**config.mk**
```make
export PLATFORM = sky130hd
export DESIGN_NAME = boost_start_seq
export DESIGN_NICKNAME = d
export VERILOG_FILES = /design/src/rtl/boost_seq_pkg.sv /design/src/rtl/boost_seq_enable.sv /design/src/rtl/boost_seq_timer.sv /design/src/rtl/boost_seq_fsm.sv /design/src/rtl/boost_start_seq.sv
export SDC_FILE = /design/constraint.sdc
export NUM_CORES = 1
export LEC_CHECK = 0
export ABC_AREA = 1
export BUFFER_PORTS_ARGS = -buffer_cell sky130_fd_sc_hd__buf_2
export CELL_PAD_IN_SITES_DETAIL_PLACEMENT = 2
export CELL_PAD_IN_SITES_GLOBAL_PLACEMENT = 2
export CORE_UTILIZATION = 34
export CTS_BUF_LIST = sky130_fd_sc_hd__clkbuf_2 sky130_fd_sc_hd__clkbuf_4 sky130_fd_sc_hd__clkbuf_8
export DETAILED_ROUTE_END_ITERATION = 12
export GPL_TIMING_DRIVEN = 0
export MAX_ROUTING_LAYER = met4
export PLACE_DENSITY_LB_ADDON = 0.1
export SLEW_MARGIN = 0
export SYNTH_ARGS = -nofsm -noshare
export SYNTH_HDL_FRONTEND = slang
export SYNTH_SLANG_ARGS = --single-unit
```
**constraint.sdc**
```tcl
create_clock -name clk -period 5.4 [get_ports clk]
set_clock_uncertainty 0.2 [all_clocks]
set_input_delay 1.35 -clock clk [delete_from_list [all_inputs] [get_ports clk]]
set_output_delay 1.35 -clock clk [all_outputs]
set_load 0.05 [all_outputs]
```
**src/rtl/boost_seq_pkg.sv**
```systemverilog
package boost_seq_pkg;

  typedef enum logic [2:0] {
    ST_IDLE,
    ST_LIN,
    ST_SS1,
    ST_SS2,
    ST_RUN,
    ST_FAULT
  } seq_state_t;

  localparam logic [2:0] FC_NONE    = 3'b000;
  localparam logic [2:0] FC_OVP     = 3'b001;
  localparam logic [2:0] FC_TIMEOUT = 3'b010;
  localparam logic [2:0] FC_UVLO    = 3'b011;
  localparam logic [2:0] FC_THERM   = 3'b101;

  function automatic int unsigned max2(input int unsigned a, input int unsigned b);
    return (a > b) ? a : b;
  endfunction

  // Pin request decode: active level chosen by pol
  function automatic logic pin_asserted(input logic pin, input logic pol);
    return pin == pol;
  endfunction

  // Fault selection in regulation, highest priority first
  function automatic logic [2:0] run_fault(input logic therm, input logic ovp,
                                           input logic bat_ok, input logic cl_exp);
    if (therm)        return FC_THERM;
    else if (ovp)     return FC_OVP;
    else if (!bat_ok) return FC_UVLO;
    else if (cl_exp)  return FC_TIMEOUT;
    else              return FC_NONE;
  endfunction

endpackage

```
**src/rtl/boost_seq_enable.sv**
```systemverilog
module boost_seq_enable (
  input  logic host_boost_en,
  input  logic hiz_req,
  input  logic pin_boost_allow,
  input  logic pin_active_high,
  input  logic otg_pin,
  output logic run_en,
  output logic pin_req
);
  import boost_seq_pkg::*;

  logic host_req;

  assign pin_req  = pin_boost_allow && pin_asserted(otg_pin, pin_active_high);
  assign host_req = host_boost_en && !hiz_req;
  assign run_en   = host_req || pin_req;

endmodule

```
**src/rtl/boost_seq_timer.sv**
```systemverilog
module boost_seq_timer #(
  parameter int unsigned CNT_W = 13
) (
  input  logic             clk,
  input  logic             rst_n,
  input  logic             load,
  input  logic [CNT_W-1:0] load_val,
  input  logic             tick,
  output logic             expired
);

  logic [CNT_W-1:0] cnt;

  always_ff @(posedge clk) begin
    if (!rst_n)                 cnt <= '0;
    else if (load)              cnt <= load_val;
    else if (tick && cnt != '0) cnt <= cnt - 1'b1;
  end

  assign expired = (cnt == '0);

  AST_CNT_NO_RISE: assert property (@(posedge clk) disable iff (!rst_n)
    !load |=> cnt <= $past(cnt));
  AST_CNT_HOLD_NO_TICK: assert property (@(posedge clk) disable iff (!rst_n)
    (!load && !tick) |=> $stable(cnt));

endmodule

```
**src/rtl/boost_seq_fsm.sv**
```systemverilog
module boost_seq_fsm #(
  parameter int unsigned LIN_T    = 560,
  parameter int unsigned SS1_T    = 128,
  parameter int unsigned SS2_T    = 384,
  parameter int unsigned CL_T     = 50,
  parameter int unsigned RETRY1_T = 5200,
  parameter int unsigned RETRY2_T = 5000,
  parameter int unsigned CNT_W    = 13
) (
  input  logic             clk,
  input  logic             rst_n,
  input  logic             run_en,
  input  logic             pin_req,
  input  logic             bat_ok,
  input  logic             near_bat,
  input  logic             at_95,
  input  logic             bus_ovp,
  input  logic             ilim_act,
  input  logic             therm,
  input  logic             expired,
  output logic             load,
  output logic [CNT_W-1:0] load_val,
  output logic             precharge_en,
  output logic             switch_en,
  output logic             ilim_full,
  output logic [2:0]       fault_code,
  output logic             stat_pulse,
  output logic             boost_cmd_clr
);
  import boost_seq_pkg::*;

  seq_state_t state, state_d;
  logic [2:0] code_q, code_d, fcode;
  logic       retried, retried_d;
  logic       evt_q, fault_now, reload_self;

  function automatic logic [CNT_W-1:0] window_for(input seq_state_t s, input logic again);
    case (s)
      ST_LIN:   return CNT_W'(LIN_T);
      ST_SS1:   return CNT_W'(SS1_T);
      ST_SS2:   return CNT_W'(SS2_T);
      ST_RUN:   return CNT_W'(CL_T);
      ST_FAULT: return again ? CNT_W'(RETRY2_T) : CNT_W'(RETRY1_T);
      default:  return '0;
    endcase
  endfunction

  always_comb begin
    state_d     = state;
    code_d      = code_q;
    retried_d   = retried;
    fault_now   = 1'b0;
    fcode       = FC_NONE;
    reload_self = 1'b0;
    if (!run_en) begin
      state_d   = ST_IDLE;
      retried_d = 1'b0;
    end else begin
      case (state)
        ST_IDLE: begin
          retried_d = 1'b0;
          if (bat_ok) begin
            state_d = ST_LIN;
            code_d  = FC_NONE;
          end
        end
        ST_LIN: begin
          if (near_bat)     state_d = ST_SS1;
          else if (expired) begin fault_now = 1'b1; fcode = FC_TIMEOUT; end
        end
        ST_SS1: begin
          if (at_95)        state_d = ST_RUN;
          else if (expired) state_d = ST_SS2;
        end
        ST_SS2: begin
          if (at_95)        state_d = ST_RUN;
          else if (expired) begin fault_now = 1'b1; fcode = FC_TIMEOUT; end
        end
        ST_RUN: begin
          fcode = run_fault(therm, bus_ovp, bat_ok, expired && ilim_act);
          if (fcode != FC_NONE) fault_now   = 1'b1;
          else if (!ilim_act)   reload_self = 1'b1;
        end
        ST_FAULT: begin
          if (pin_req && expired) begin
            retried_d = 1'b1;
            if (bat_ok) state_d     = ST_LIN;
            else        reload_self = 1'b1;
          end
        end
        default: state_d = ST_IDLE;
      endcase
      if (fault_now) begin
        state_d = ST_FAULT;
        code_d  = fcode;
      end
    end
  end

  assign load     = (state_d != state) || reload_self;
  assign load_val = window_for(state_d, retried_d);

  always_ff @(posedge clk) begin
    if (!rst_n) begin
      state   <= ST_IDLE;
      code_q  <= FC_NONE;
      retried <= 1'b0;
      evt_q   <= 1'b0;
    end else begin
      state   <= state_d;
      code_q  <= code_d;
      retried <= retried_d;
      evt_q   <= fault_now;
    end
  end

  assign precharge_en  = run_en && (state == ST_LIN);
  assign switch_en     = run_en && (state == ST_SS1 || state == ST_SS2 || state == ST_RUN);
  assign ilim_full     = run_en && (state == ST_SS2 || state == ST_RUN);
  assign stat_pulse    = run_en && evt_q;
  assign boost_cmd_clr = run_en && evt_q;
  assign fault_code    = code_q;

  AST_NO_START_LOW_BAT: assert property (@(posedge clk) disable iff (!rst_n)
    (state == ST_IDLE && !bat_ok) |=> state != ST_LIN);
  AST_STAGES_EXCL: assert property (@(posedge clk) disable iff (!rst_n)
    !(precharge_en && switch_en));
  AST_FULL_WITH_SW: assert property (@(posedge clk) disable iff (!rst_n)
    ilim_full |-> switch_en);
  AST_STAT_SINGLE: assert property (@(posedge clk) disable iff (!rst_n)
    stat_pulse |=> !stat_pulse);
  AST_FAULT_QUIET: assert property (@(posedge clk) disable iff (!rst_n)
    (state == ST_FAULT) |-> (!switch_en && !precharge_en));
  AST_CODE_HELD: assert property (@(posedge clk) disable iff (!rst_n)
    (state == ST_FAULT) |=> (state != ST_FAULT || $stable(fault_code)));
  AST_IDLE_ON_DROP: assert property (@(posedge clk) disable iff (!rst_n)
    !run_en |=> state == ST_IDLE);

endmodule

```
**src/rtl/boost_start_seq.sv**
```systemverilog
module boost_start_seq #(
  parameter int unsigned LIN_US    = 560,
  parameter int unsigned SS1_US    = 128,
  parameter int unsigned SS2_US    = 384,
  parameter int unsigned CL_US     = 50,
  parameter int unsigned RETRY1_US = 5200,
  parameter int unsigned RETRY2_US = 5000
) (
  input  logic       clk,
  input  logic       rst_n,
  input  logic       host_boost_en,
  input  logic       hiz_req,
  input  logic       pin_boost_allow,
  input  logic       pin_active_high,
  input  logic       otg_pin,
  input  logic       us_tick,
  input  logic       vout_near_bat,
  input  logic       vout_at_95,
  input  logic       bat_above_uv,
  input  logic       bus_ovp,
  input  logic       ilim_active,
  input  logic       therm_shdn,
  output logic       precharge_en,
  output logic       switch_en,
  output logic       ilim_full,
  output logic [2:0] fault_code,
  output logic       stat_pulse,
  output logic       boost_cmd_clr
);
  import boost_seq_pkg::*;

  localparam int unsigned MAX_T = max2(max2(max2(LIN_US, SS1_US), max2(SS2_US, CL_US)),
                                       max2(RETRY1_US, RETRY2_US));
  localparam int unsigned CNT_W = $clog2(MAX_T + 1);

  logic             run_en, pin_req, win_load, win_expired;
  logic [CNT_W-1:0] win_val;

  boost_seq_enable u_enable (
    .host_boost_en  (host_boost_en),
    .hiz_req        (hiz_req),
    .pin_boost_allow(pin_boost_allow),
    .pin_active_high(pin_active_high),
    .otg_pin        (otg_pin),
    .run_en         (run_en),
    .pin_req        (pin_req)
  );

  boost_seq_timer #(.CNT_W(CNT_W)) u_timer (
    .clk     (clk),
    .rst_n   (rst_n),
    .load    (win_load),
    .load_val(win_val),
    .tick    (us_tick),
    .expired (win_expired)
  );

  boost_seq_fsm #(
    .LIN_T(LIN_US), .SS1_T(SS1_US), .SS2_T(SS2_US), .CL_T(CL_US),
    .RETRY1_T(RETRY1_US), .RETRY2_T(RETRY2_US), .CNT_W(CNT_W)
  ) u_fsm (
    .clk          (clk),
    .rst_n        (rst_n),
    .run_en       (run_en),
    .pin_req      (pin_req),
    .bat_ok       (bat_above_uv),
    .near_bat     (vout_near_bat),
    .at_95        (vout_at_95),
    .bus_ovp      (bus_ovp),
    .ilim_act     (ilim_active),
    .therm        (therm_shdn),
    .expired      (win_expired),
    .load         (win_load),
    .load_val     (win_val),
    .precharge_en (precharge_en),
    .switch_en    (switch_en),
    .ilim_full    (ilim_full),
    .fault_code   (fault_code),
    .stat_pulse   (stat_pulse),
    .boost_cmd_clr(boost_cmd_clr)
  );

  AST_PIN_BEATS_HIZ: assert property (@(posedge clk) disable iff (!rst_n)
    (pin_req && hiz_req && bat_above_uv && !precharge_en && !switch_en && fault_code == 3'b000)
      |=> (precharge_en || switch_en || fault_code != 3'b000 || !pin_req));

endmodule

```
==> impl_metrics.py <==
metrics = {
    "run_status": {
        "status": "finished, final reports clean",
    },
    "cells_and_area": {
        "multi_input_area_um2": 1100,
        "fillerInstances": 644,
        "register_area_um2": 420,
        "nets": 320,
        "antennaDiodeCount": 0,
        "fin_util_pct": 40.6,
        "area_delta_synth_final_pct": 13.9,
        "postLayoutCellArea_um2": 1940,
        "layout-drive-gt1-share_pct": 18.1,
    },
    "floorplanning": {
        "core_um2": 4790,
        "num_rows": 25,
        "die-area_um2": 5300,
        "start_util_pct": 35.6,
        "die_w_um": 72.8,
        "io_pins": 22,
        "die_height_um": 72.8,
    },
    "routing": {
        "drt_pass1_iterations": 4,
        "drtIter0Drc": 69,
        "post_drt_via_cell_ratio": 5.01,
        "drc": 0,
        "drt-total-wl_um": 5960,
        "avgRoutedWirePerCell_um": 16.1,
        "dr_total_vias": 1860,
        "drtAntennaViolNets": 0,
    },
    "sta": {
        "worst_pin_slew_ns": 0.526,
        "hold_violations": 0,
        "fmax_mhz": 245,
        "rsz0062_at_grt": "false",
        "period_share_pct": 75.6,
        "layout_min_cycle_time_ns": 4.08,
        "tns_ns": 0,
        "setup_violations": 0,
        "fin_ws_ns": 1.32,
        "slew_headroom_pct": 64.9,
        "slew_viol_final": 0,
    },
    "cts": {
        "clock-root-buffer": "clkbuf_8",
        "cts_tree": "yes",
        "cts.clk_slew.worst_paths_ns": 0.09,
        "numCtsBuffers": 3,
        "cts_num_sinks": 21,
        "post_cts_resized": 0,
        "htreeDepth": 1,
        "post-cts-setup-buffers": 0,
        "holdBufCountCts": 0,
        "cts_buffer_depth": 2,
        "clkLatencyLatePin_ns": 0.27,
    },
    "worst_setup_path": {
        "cpPeakStageDelay_ns": 0.25,
        "cp-start-kind": "input port",
        "end_kind": "output port",
        "crit_start": "pin_active_high",
        "path_max_fanout": 8,
        "rr_startpoint": "u_timer.cnt[1]",
        "crit_chain": "buf_2, inv_1, nand2_1, nand3_1, nand2_2, inv_1, nor2_1, buf_4, buf_2",
        "crit_required_ns": 3.85,
        "critPathKind": "in -> out",
        "crit_buf_inv": 5,
        "arrival_ns": 2.53,
        "crit_family": "buffers and inverters",
        "ff2ff_setup_slack_ns": 2.67,
        "slowest_stage": "buf_2",
    },
    "synth": {
        "synth_top_area_share_pct": 24.7,
        "synth.net_count": 294,
        "yosysTopAreaCell": "dfxtp_1",
        "netlist_instances": 279,
        "synth_seq_cells": 21,
        "synthTopCellsByArea": "dfxtp_1 25%, nand2_1 15%, nor2_1 11%, nand3_1 7.9%, inv_1 7.5%",
        "synth.cell_area_um2": 1700,
        "avgSynthCellArea_um2": 6.11,
        "synth_cell_types": 31,
        "synth_seq_area_share_pct": 24.7,
        "ys_warn_count": 0,
    },
    "power_and_ir_drop": {
        "power_w": 0.000697,
        "peakVddDrop_v": 0.000245,
        "p_leak_nw": 1.02,
        "power_density_nw_per_um2": 359,
    },
    "worst_hold_path": {
        "holdCritStartpoint": "u_timer.cnt[0]",
        "hold_path.class": "reg -> reg",
    },
    "placed_design": {
        "place_area_um2": 1890,
        "hpwl_um": 4640,
        "io_buffers": 21,
        "post-place-ws_ns": 1.30,
        "gp_congestion": 0.764,
    },
    "flow_run": {
        "maxCapViolCount": 0,
    },
    "global_route": {
        "grt_remaining_overflow": 0,
        "grt_usage_pct": 25.6,
        "grt_max_degree": 14,
        "grt_pass1_vias": 1973,
        "grt_pass1_wl_um": 10000,
        "antenna_found_initial": 0,
    },
}
==> routing by layer <==
layer,GRT usage (%),up-vias,wire [µm],share of wire [%]
li1,-,924,-,-
met1,32.4,906,2780,47
met2,44.8,26,3000,50
met3,3.45,4,147,2.5
met4,3.05,0,32,0.54
met5,-,-,0,0
==> power breakdown <==
part / internal (W) / leakage, nW / total, W / switching, W
registers: 0.000183 / 0.172 / 0.000212 / 0.0000292
logic: 0.000124 / 0.829 / 0.000373 / 0.000249
clock network: 0.0000523 / 0.0217 / 0.000112 / 0.0000598
total: 0.000360 / 1.02 / 0.000697 / 0.000337
==> synth_stat cells, drive strengths merged <==
library cell	n
dfxtp	21
clkbuf	1
nand3	31
o21ai	5
nand3b	1
inv	37
nand2	76
nand4	5
buf	4
nor3	4
or2	1
a31oi	2
o31ai	1
nor2	60
xor2	10
a21oi	12
and2	2
o21bai	2
ha	1
clkinv	2
o21a	1
==> metrics by stage <==
step	instances	hold WS, ns
floorplan	279	0.242
global placement	367	0.253
detailed placement	367	0.281
CTS	371	0.295
global route	371	0.322
finish	371	0.287
==> cell families after synthesis <==
logic type / synth area share (%)
compound gates: 7.49
buf+inv: 11.0
xor+xnor: 5.14
simple gates: 51.0
fa+ha+maj: 0.734
flops: 24.7
==> cell usage in the layout, fill, tap and decap left out, drive strengths merged, types with 5 or more instances in the layout <==
master  synthesis  routed
a21oi          12      12
inv            37      37
buf             4      25
nand2          76      76
nand3          31      31
nand4           5       5
o21ai           5       5
dfxtp          21      21
nor2           60      60
xor2           10      10
==> final cells by class <==
class                           count  area share (%)
Tap cell                           67            4.32
Buffer                              5            2.13
Inverter                           39            7.54
Clock inverter                      1           0.387
Timing Repair Buffer               21            5.41
Multi-Input combinational cell    214            56.4
Clock buffer                        3            2.13
Sequential cell                    21            21.6
==> final timing paths <==
path / to / depth (start not counted)
worst max-delay path: stat_pulse / 9
worst min-delay path: u_timer.cnt[0] / 2
worst max register to register: u_timer.cnt[10] / 14
worst min register to register: u_timer.cnt[0] / 2
==> state kept, by name (all words and copies together) (netlist names) <==
signal / flops
u_fsm.fault_code: 3
u_fsm.retried: 1
u_fsm.state: 3
u_fsm.evt_q: 1
u_timer.cnt: 13
==> tightest hold or removal path, stage by stage (launching register included) <==
cell     delay [ns]
dfxtp_1        0.32
nand2_1        0.06
a21oi_1        0.06
Note: power is estimated with default switching activity, not from simulation.
